===== src/rtl/cdt_pkg.sv =====
package cdt_pkg;

  localparam int CDT_W = 32;

  // control field positions, decoded by software
  localparam int CTL_EN_BIT   = 0;
  localparam int CTL_MODE_BIT = 1;
  localparam int CTL_MASK_BIT = 2;
  localparam int CTL_W        = 3;

  typedef struct packed {
    logic mask;
    logic periodic;
    logic en;
  } ctl_t;

  // register indices for the one-hot decoder
  typedef enum logic [2:0] {
    RI_START  = 3'd0,
    RI_COUNT  = 3'd1,
    RI_CTL    = 3'd2,
    RI_CLEAR  = 3'd3,
    RI_STATUS = 3'd4
  } reg_idx_e;
  localparam int REG_N = 5;

  // value taken by the counter after it has been at zero
  function automatic logic [CDT_W-1:0] cdt_reload(input logic [CDT_W-1:0] start_val,
                                                  input logic periodic);
    return periodic ? start_val : {CDT_W{1'b1}};
  endfunction

  function automatic logic [CDT_W-1:0] cdt_next(input logic [CDT_W-1:0] cur,
                                                input logic [CDT_W-1:0] start_val,
                                                input logic periodic);
    if (cur == '0) return cdt_reload(start_val, periodic);
    return cur - 1'b1;
  endfunction

endpackage


===== src/rtl/cdt_regs.sv =====
module cdt_regs
  import cdt_pkg::*;
#(
  parameter int ADDR_W = 8,
  parameter logic [ADDR_W-1:0] OFS_START  = 'h00,
  parameter logic [ADDR_W-1:0] OFS_COUNT  = 'h04,
  parameter logic [ADDR_W-1:0] OFS_CTL    = 'h08,
  parameter logic [ADDR_W-1:0] OFS_CLEAR  = 'h0C,
  parameter logic [ADDR_W-1:0] OFS_STATUS = 'h10
) (
  input  logic              pclk,
  input  logic              presetn,
  input  logic              psel,
  input  logic              penable,
  input  logic              pwrite,
  input  logic [ADDR_W-1:0] paddr,
  input  logic [CDT_W-1:0]  pwdata,
  input  logic [CDT_W-1:0]  count_i,
  input  logic              irq_i,
  output ctl_t              ctl_o,
  output logic [CDT_W-1:0]  start_o,
  output logic              start_evt_o,
  output logic              clear_rd_o,
  output logic [CDT_W-1:0]  prdata
);

  localparam logic [REG_N*ADDR_W-1:0] OFS_TABLE =
    {OFS_STATUS, OFS_CLEAR, OFS_CTL, OFS_COUNT, OFS_START};

  logic [REG_N-1:0] hit;
  logic             wr_acc;
  logic             rd_acc;
  ctl_t             ctl_q;
  logic [CDT_W-1:0] start_q;

  assign wr_acc = psel && penable && pwrite;
  assign rd_acc = psel && penable && !pwrite;

  for (genvar g = 0; g < REG_N; g++) begin : g_dec
    assign hit[g] = (paddr == OFS_TABLE[g*ADDR_W +: ADDR_W]);
  end

  // enable rising through a control write restarts the count
  assign start_evt_o = wr_acc && hit[RI_CTL] && pwdata[CTL_EN_BIT] && !ctl_q.en;
  assign clear_rd_o  = rd_acc && hit[RI_CLEAR];

  always_ff @(posedge pclk) begin
    if (!presetn) begin
      ctl_q   <= '0;
      start_q <= '0;
    end else if (wr_acc) begin
      if (hit[RI_CTL])
        ctl_q <= ctl_t'(pwdata[CTL_W-1:0]);
      if (hit[RI_START] && !ctl_q.en)
        start_q <= pwdata;
    end
  end

  always_comb begin
    prdata = '0;
    if (rd_acc) begin
      unique case (1'b1)
        hit[RI_START]:  prdata = start_q;
        hit[RI_COUNT]:  prdata = count_i;
        hit[RI_CTL]:    prdata = {{(CDT_W-CTL_W){1'b0}}, ctl_q};
        hit[RI_STATUS]: prdata = {{(CDT_W-1){1'b0}}, irq_i};
        default:        prdata = '0;
      endcase
    end
  end

  assign ctl_o   = ctl_q;
  assign start_o = start_q;

endmodule


===== src/rtl/cdt_counter.sv =====
module cdt_counter
  import cdt_pkg::*;
(
  input  logic             pclk,
  input  logic             presetn,
  input  logic             en_i,
  input  logic             periodic_i,
  input  logic             start_evt_i,
  input  logic [CDT_W-1:0] start_i,
  output logic [CDT_W-1:0] count_o,
  output logic             expire_o
);

  logic [CDT_W-1:0] count_q;

  assign expire_o = en_i && (count_q == '0);

  always_ff @(posedge pclk) begin
    if (!presetn)
      count_q <= {CDT_W{1'b1}};
    else if (start_evt_i)
      count_q <= start_i;
    else if (en_i)
      count_q <= cdt_next(count_q, start_i, periodic_i);
  end

  assign count_o = count_q;

endmodule


===== src/rtl/cdt_irq.sv =====
module cdt_irq (
  input  logic pclk,
  input  logic presetn,
  input  logic expire_i,
  input  logic clear_rd_i,
  input  logic mask_i,
  output logic pending_o,
  output logic irq_o
);

  logic pending_q;

  // a new expiry outranks a clear in the same cycle
  always_ff @(posedge pclk) begin
    if (!presetn)
      pending_q <= 1'b0;
    else if (expire_i)
      pending_q <= 1'b1;
    else if (clear_rd_i)
      pending_q <= 1'b0;
  end

  assign pending_o = pending_q;
  assign irq_o     = pending_q && !mask_i;

endmodule


===== src/rtl/apb_cdtimer.sv =====
module apb_cdtimer
  import cdt_pkg::*;
#(
  parameter int ADDR_W = 8,
  parameter logic [ADDR_W-1:0] OFS_START  = 'h00,
  parameter logic [ADDR_W-1:0] OFS_COUNT  = 'h04,
  parameter logic [ADDR_W-1:0] OFS_CTL    = 'h08,
  parameter logic [ADDR_W-1:0] OFS_CLEAR  = 'h0C,
  parameter logic [ADDR_W-1:0] OFS_STATUS = 'h10
) (
  input  logic              pclk,
  input  logic              presetn,
  input  logic              psel,
  input  logic              penable,
  input  logic              pwrite,
  input  logic [ADDR_W-1:0] paddr,
  input  logic [31:0]       pwdata,
  output logic [31:0]       prdata,
  output logic              pready,
  output logic              pslverr,
  output logic              irq_o
);

  ctl_t             ctl;
  logic [CDT_W-1:0] start_q;
  logic [CDT_W-1:0] count_q;
  logic             start_evt;
  logic             clear_rd;
  logic             expire_evt;
  logic             pending_q;
  logic             ctl_en;
  logic             ctl_periodic;
  logic             ctl_mask;

  assign ctl_en       = ctl.en;
  assign ctl_periodic = ctl.periodic;
  assign ctl_mask     = ctl.mask;

  cdt_regs #(
    .ADDR_W(ADDR_W), .OFS_START(OFS_START), .OFS_COUNT(OFS_COUNT),
    .OFS_CTL(OFS_CTL), .OFS_CLEAR(OFS_CLEAR), .OFS_STATUS(OFS_STATUS)
  ) u_regs (
    .pclk(pclk), .presetn(presetn), .psel(psel), .penable(penable),
    .pwrite(pwrite), .paddr(paddr), .pwdata(pwdata),
    .count_i(count_q), .irq_i(irq_o),
    .ctl_o(ctl), .start_o(start_q), .start_evt_o(start_evt),
    .clear_rd_o(clear_rd), .prdata(prdata)
  );

  cdt_counter u_cnt (
    .pclk(pclk), .presetn(presetn), .en_i(ctl_en), .periodic_i(ctl_periodic),
    .start_evt_i(start_evt), .start_i(start_q),
    .count_o(count_q), .expire_o(expire_evt)
  );

  cdt_irq u_irq (
    .pclk(pclk), .presetn(presetn), .expire_i(expire_evt),
    .clear_rd_i(clear_rd), .mask_i(ctl_mask),
    .pending_o(pending_q), .irq_o(irq_o)
  );

  assign pready  = 1'b1;
  assign pslverr = 1'b0;

endmodule


===== config.mk =====
export PLATFORM = sky130hd
export DESIGN_NAME = apb_cdtimer
export DESIGN_NICKNAME = d
export VERILOG_FILES = /design/src/rtl/cdt_pkg.sv /design/src/rtl/cdt_regs.sv /design/src/rtl/cdt_counter.sv /design/src/rtl/cdt_irq.sv /design/src/rtl/apb_cdtimer.sv
export SDC_FILE = /design/constraint.sdc
export NUM_CORES = 1
export LEC_CHECK = 0
export CAP_MARGIN = 15
export CORE_MARGIN = 2
export CORE_UTILIZATION = 25
export DETAILED_ROUTE_END_ITERATION = 8
export PLACE_DENSITY = 0.46
export SLEW_MARGIN = 20
export SYNTH_ARGS = -nofsm -noshare
export SYNTH_HDL_FRONTEND = slang
export SYNTH_SLANG_ARGS = --single-unit

===== constraint.sdc =====
create_clock -name pclk -period 4.7 [get_ports pclk]
set_clock_uncertainty 0.1 [all_clocks]
set_input_delay 0.705 -clock pclk [delete_from_list [all_inputs] [get_ports pclk]]
set_output_delay 0.705 -clock pclk [all_outputs]
set_load 0.01 [all_outputs]

* Word-level counts from Yosys, hierarchy flattened
Index checks and enable logic that the tools add are counted.
** Word-level totals
- Register bits :: 68
- Input bits :: 45
- Output and inout port bits :: 35
- Word-level logic and storage cells :: 43
** Operators by class
- Add/subtract/negate cells :: 1
- Equality and inequality tests :: 4
- Multiplexer cells :: 13
- Reductions and logical operators :: 19
** Operator list (count)
- 32-bit two-way mux :: 6
- 32-bit one-hot mux with 4 select lines :: 1
- 32-bit logical NOT :: 1
- 32-bit by 1-bit subtractor with 32-bit output, second input constant :: 1
- 8-bit by 4-bit == test with 1-bit output, second input constant :: 2
- 1-bit logical AND :: 10
- 8-bit by 3-bit == test with 1-bit output, second input constant :: 1
- 8-bit by 5-bit == test with 1-bit output, second input constant :: 1
- 8-bit logical NOT :: 1
- 1-bit two-way mux :: 6
- 2-bit AND reduction :: 2
- 2-bit nonzero test :: 2
- 1-bit logical NOT :: 3

* Longest topological paths before layout
- Depth in word-level cells :: 10
- Gate-level depth with buffers :: 9
- Mapped depth without buffers :: 8

* Hierarchy
A second synthesis with hierarchy kept.
** Second synthesis, totals
- Cell total of the unflattened synthesis :: 571
- Area, all modules :: 4295.4 sq um
** Modules (own cells, without submodules)
- cdt_counter :: times used 1, cells each 309, area each 2349.8 sq um, sequential area each 640.6 sq um
- cdt_regs :: times used 1, cells each 254, area each 1875.5 sq um, sequential area each 700.7 sq um
- cdt_irq :: times used 1, cells each 4, area each 47.5 sq um, sequential area each 20.0 sq um
- apb_cdtimer :: times used 1, cells each 4, area each 22.5 sq um, sequential area each 0.0 sq um

* Least setup slack after synthesis
Ideal clock, no wire load.
- Path type :: input-to-output
- From :: input port paddr[2]
- To :: output port prdata[0]
- Arrival :: 2.118 ns
- Required time :: 3.895 ns
- Slack :: 1.777 ns
- Stages on the path :: 6
- Buffers on the path :: 2
- Path through :: nor4_2 > and3_1 > clkbuf_1 > clkbuf_1 > a221oi_1 > nor2_1
** On the way
- Word-level cells in the longest chain between the ends :: 3
- Elaborated cells between the ends (all ways) :: 6
- Classes of those cells :: eq/ne (3); mux (2); reduce/logical (1)
** RTL lines
- from (decl) :: line apb_cdtimer.sv:16 : input logic [ADDR_W-1:0] paddr,
- 8-bit by 5-bit == test with 1-bit output, or another cell as far along :: line cdt_regs.sv:40 : assign hit[g] = (paddr == OFS_TABLE[g*ADDR_W +: ADDR_W]);
- 32-bit one-hot mux with 4 select lines (*) :: line cdt_regs.sv:62 : unique case (1'b1)
- 32-bit two-way mux (*) :: line cdt_regs.sv:61 : if (rd_acc) begin
- to (decl) :: line apb_cdtimer.sv:18 : output logic [31:0] prdata,
Every way passes the cells marked *; elsewhere a longest branch is shown, timed or not.

* Worst setup path after layout
- From :: input port paddr[2]
- To :: output port prdata[17]
Same word-level chain as after synthesis.

==> results.json <==
{
  "ir_worst_vdd_mv": 0.157,
  "postSynthCellCount": 564,
  "syn2layout_area_growth_pct": 30.7,
  "grt_pass1_vias": 4286,
  "p_int_mw": 1.04,
  "crit_path_max_fanout": 32,
  "critPathMostFrequentCell": "clkdlybuf4s50_1",
  "gr-usage-all-layers_pct": 17.3,
  "tightest_slew_ns": 0.974,
  "netlist_area_sq_mm": 0.00419,
  "antenna_found_initial": 0,
  "portBuffers": 77,
  "dpl_cell_area_sq_mm": 0.00518,
  "finalMaxSlewViolations": 0,
  "drc": 0,
  "cts_root_buffer": "clkbuf_16",
  "setup_viol": 0,
  "clk_latency_ns": 0.34,
  "yosysTopAreaCell": "dfxtp_1",
  "synth_seq_cells": 68,
  "path_class": "input pin to output port",
  "wl_per_cell_microns": 17.8,
  "max_slew_margin_pct": 34.8,
  "holdCritStartpoint": "u_irq.pending_o",
  "power_density_mw_per_mm2": 249,
  "setup_tns_ns": 0,
  "hold_viol": 0,
  "fmax_mhz": 245,
  "power_switching_mw": 0.324,
  "die_area_sq_mm": 0.0178,
  "grt_max_degree": 33,
  "hpwlAfterDp_microns": 10800,
  "dr_total_vias": 4464,
  "drtPass1Iterations": 5,
  "ys_warn_count": 0,
  "drtIter0Drc": 341,
  "critical_path.max_stage_delay_ns": 0.61,
  "syn_nets": 611,
  "design_area_sq_mm": 0.00548,
  "hold_buffers": 0,
  "post_cts.repair.setup_buffers": 0,
  "crit_arrival_ns": 3.28,
  "ys_types": 65,
  "r2r_start": "u_cnt.count_o[24]",
  "path_clk_slew_ns": 0.05,
  "p_leak_nw": 1.78,
  "slowest_stage": "nor4_2",
  "routed_wl_microns": 15100,
  "path_delay_family": "buffers and inverters",
  "critPathLaunch": "paddr[2]",
  "pwr-share-comb_pct": 5.7,
  "drive_above_1_share_pct": 7.94,
  "nFillCells": 1765,
  "critPathBufInv": 3,
  "maxCapViolations": 0,
  "globalRoute.totalOverflow": 0,
  "place_congestion": 0.896,
  "synth_top_area_share_pct": 32.5,
  "routed_via_density": 5.25,
  "synthTopCellsByArea": "dfxtp_1 32%, nand2_1 8.2%, a21oi_1 6.3%",
  "cts_max_level": 3,
  "clockPowerShare_pct": 50.9,
  "cp-start-kind": "input pin",
  "crit_path_cell_trace": "clkdlybuf4s50_1 > nor4_2 > and3_1 > buf_4 > a22oi_1 > nor2_1 > clkdlybuf4s50_1",
  "pin_count": 80,
  "synthFlopType": "dfxtp_1",
  "postLayoutSetupSlackWorst_ns": 0.615,
  "rows": 47,
  "post-route-period-util_pct": 86.9,
  "crit_path_end_kind": "output port",
  "required_ns": 3.89,
  "synth_async_sr_flop_share_pct": 0,
  "nNetsFinal": 672,
  "coreArea_sq_mm": 0.0165,
  "whs_ns": 0.354,
  "cts_buffers": 9,
  "antenna_left": 0,
  "grt_setup_unrepaired": "false",
  "hold_class": "flop to flop",
  "pwr-share-seq_pct": 43.4,
  "status": "finished clean",
  "yosysSeqAreaShare_pct": 32.5,
  "diodes": 0,
  "grt_first_pass_wirelength_microns": 24200,
  "switching_share_pct": 23.7,
  "synth_edf_count": 0,
  "clkSinkCount": 68,
  "clock_path_buffers": 2,
  "die_w_microns": 133,
  "detailedPlace.worstSlack_ns": 0.627,
  "cts_tree": "yes",
  "post_cts_resize_count": 0,
  "avgSynthCellArea_sq_um": 7.43,
  "period_needed_ns": 4.09,
  "die_height_microns": 133,
  "start_util_pct": 25.4
}
## power groups by stage
| stage | logic (mW) | registers [mW] | clock network, mW |
|---|---|---|---|
| finish | 0.0781 | 0.591 | 0.694 |
| CTS | 0.0790 | 0.591 | 0.709 |
| global route | 0.0857 | 0.592 | 0.732 |
| floorplan | 0.0360 | 0.597 | 0 |
| global placement | 0.0780 | 0.604 | 0 |
| detailed placement | 0.0785 | 0.604 | 0 |
## layer usage
| metal | track usage, % | part of all wire (%) | wire length, microns |
|---|---|---|---|
| met1 | 24.7 | 49 | 7440 |
| met2 | 26.9 | 44 | 6710 |
| met3 | 3.01 | 5.2 | 782 |
| met4 | 4.31 | 1.2 | 178 |
| met5 | 0 | 0 | 0 |
## synth_stat cells (all sizes together), types with 2 or more instances
master,number
and4,5
nand3,17
a31oi,4
a31o,2
or4,7
a211oi,3
nand4,11
clkbuf,33
and2,4
xnor2,5
nand2b,2
nand2,92
o22ai,4
nor4b,3
and3,3
ha,2
nor2b,4
nor3,23
mux2i,11
a21oi,53
nor3b,4
conb,2
o31ai,9
o221ai,8
xor2,4
nor2,66
dfxtp,68
or3,3
inv,8
o21ai,19
buf,11
a22oi,30
o21a,2
nor4,9
nand3b,2
o32ai,4
o211ai,10
a32oi,3
## worst min-delay path, cell delays in order (launching register included)
cell	delay [ns]
dfxtp_1	0.31
nand2_1	0.05
a21oi_1	0.05
## cell usage in the layout, fill, tap and decap left out, types with 6 or more instances in the layout
| cell | instances |
|---|---|
| nor4_1 | 6 |
| nand2_1 | 92 |
| inv_1 | 8 |
| nand4_1 | 10 |
| o31ai_1 | 8 |
| o21ai_0 | 16 |
| mux2i_1 | 11 |
| clkdlybuf4s50_1 | 77 |
| buf_4 | 17 |
| a22oi_1 | 30 |
| a21oi_1 | 53 |
| nor3_1 | 19 |
| o211ai_1 | 10 |
| o221ai_1 | 8 |
| dfxtp_1 | 68 |
| nor2_1 | 66 |
| nand3_1 | 17 |
| clkbuf_16 | 9 |
## flip-flops by register name, summed over array words and instances, names as in the netlist
name / cells
u_regs.start_o: 32
u_regs.ctl_o: 3
u_cnt.count_o: 32
u_irq.pending_o: 1
## area by class of cell
class | instances | area, sq um | share of cell area, %
Clock buffer | 9 | 225 | 4.11
Sequential cell | 68 | 1360 | 24.9
Tap cell | 220 | 275 | 5.03
Timing Repair Buffer | 94 | 898 | 16.4
Multi-Input combinational cell | 443 | 2610 | 47.6
Inverter | 9 | 33.8 | 0.617
Clock inverter | 7 | 75.1 | 1.37
## path summary, 6_finish.rpt
check	end	slack (ns)	depth (start not counted)
worst max-delay path	prdata[17]	0.61	7
worst min-delay path	u_irq.pending_o	0.35	2
worst max register to register	u_cnt.count_o[12]	1.74	6
worst min register to register	u_irq.pending_o	0.35	2
## per-stage QoR
stage               utilization, %  instances  total power [mW]
finish                        33.3        850              1.36
global route                  33.3        850              1.41
CTS                           33.3        850              1.38
detailed placement            31.4        834             0.683
global placement              31.4        834             0.682
floorplan                        -        564             0.633
## logic make-up after synthesis
kind of cell / count (synthesis) / share of synthesized area [%]
simple gates: 257 / 30.9
fa+ha+maj: 2 / 0.597
xor+xnor: 9 / 1.88
buf+inv: 53 / 5.41
other cells: 2 / 0.179
mux: 11 / 2.63
flops: 68 / 32.5
compound gates: 162 / 25.9
Note: power is estimated with default switching activity, not from simulation.
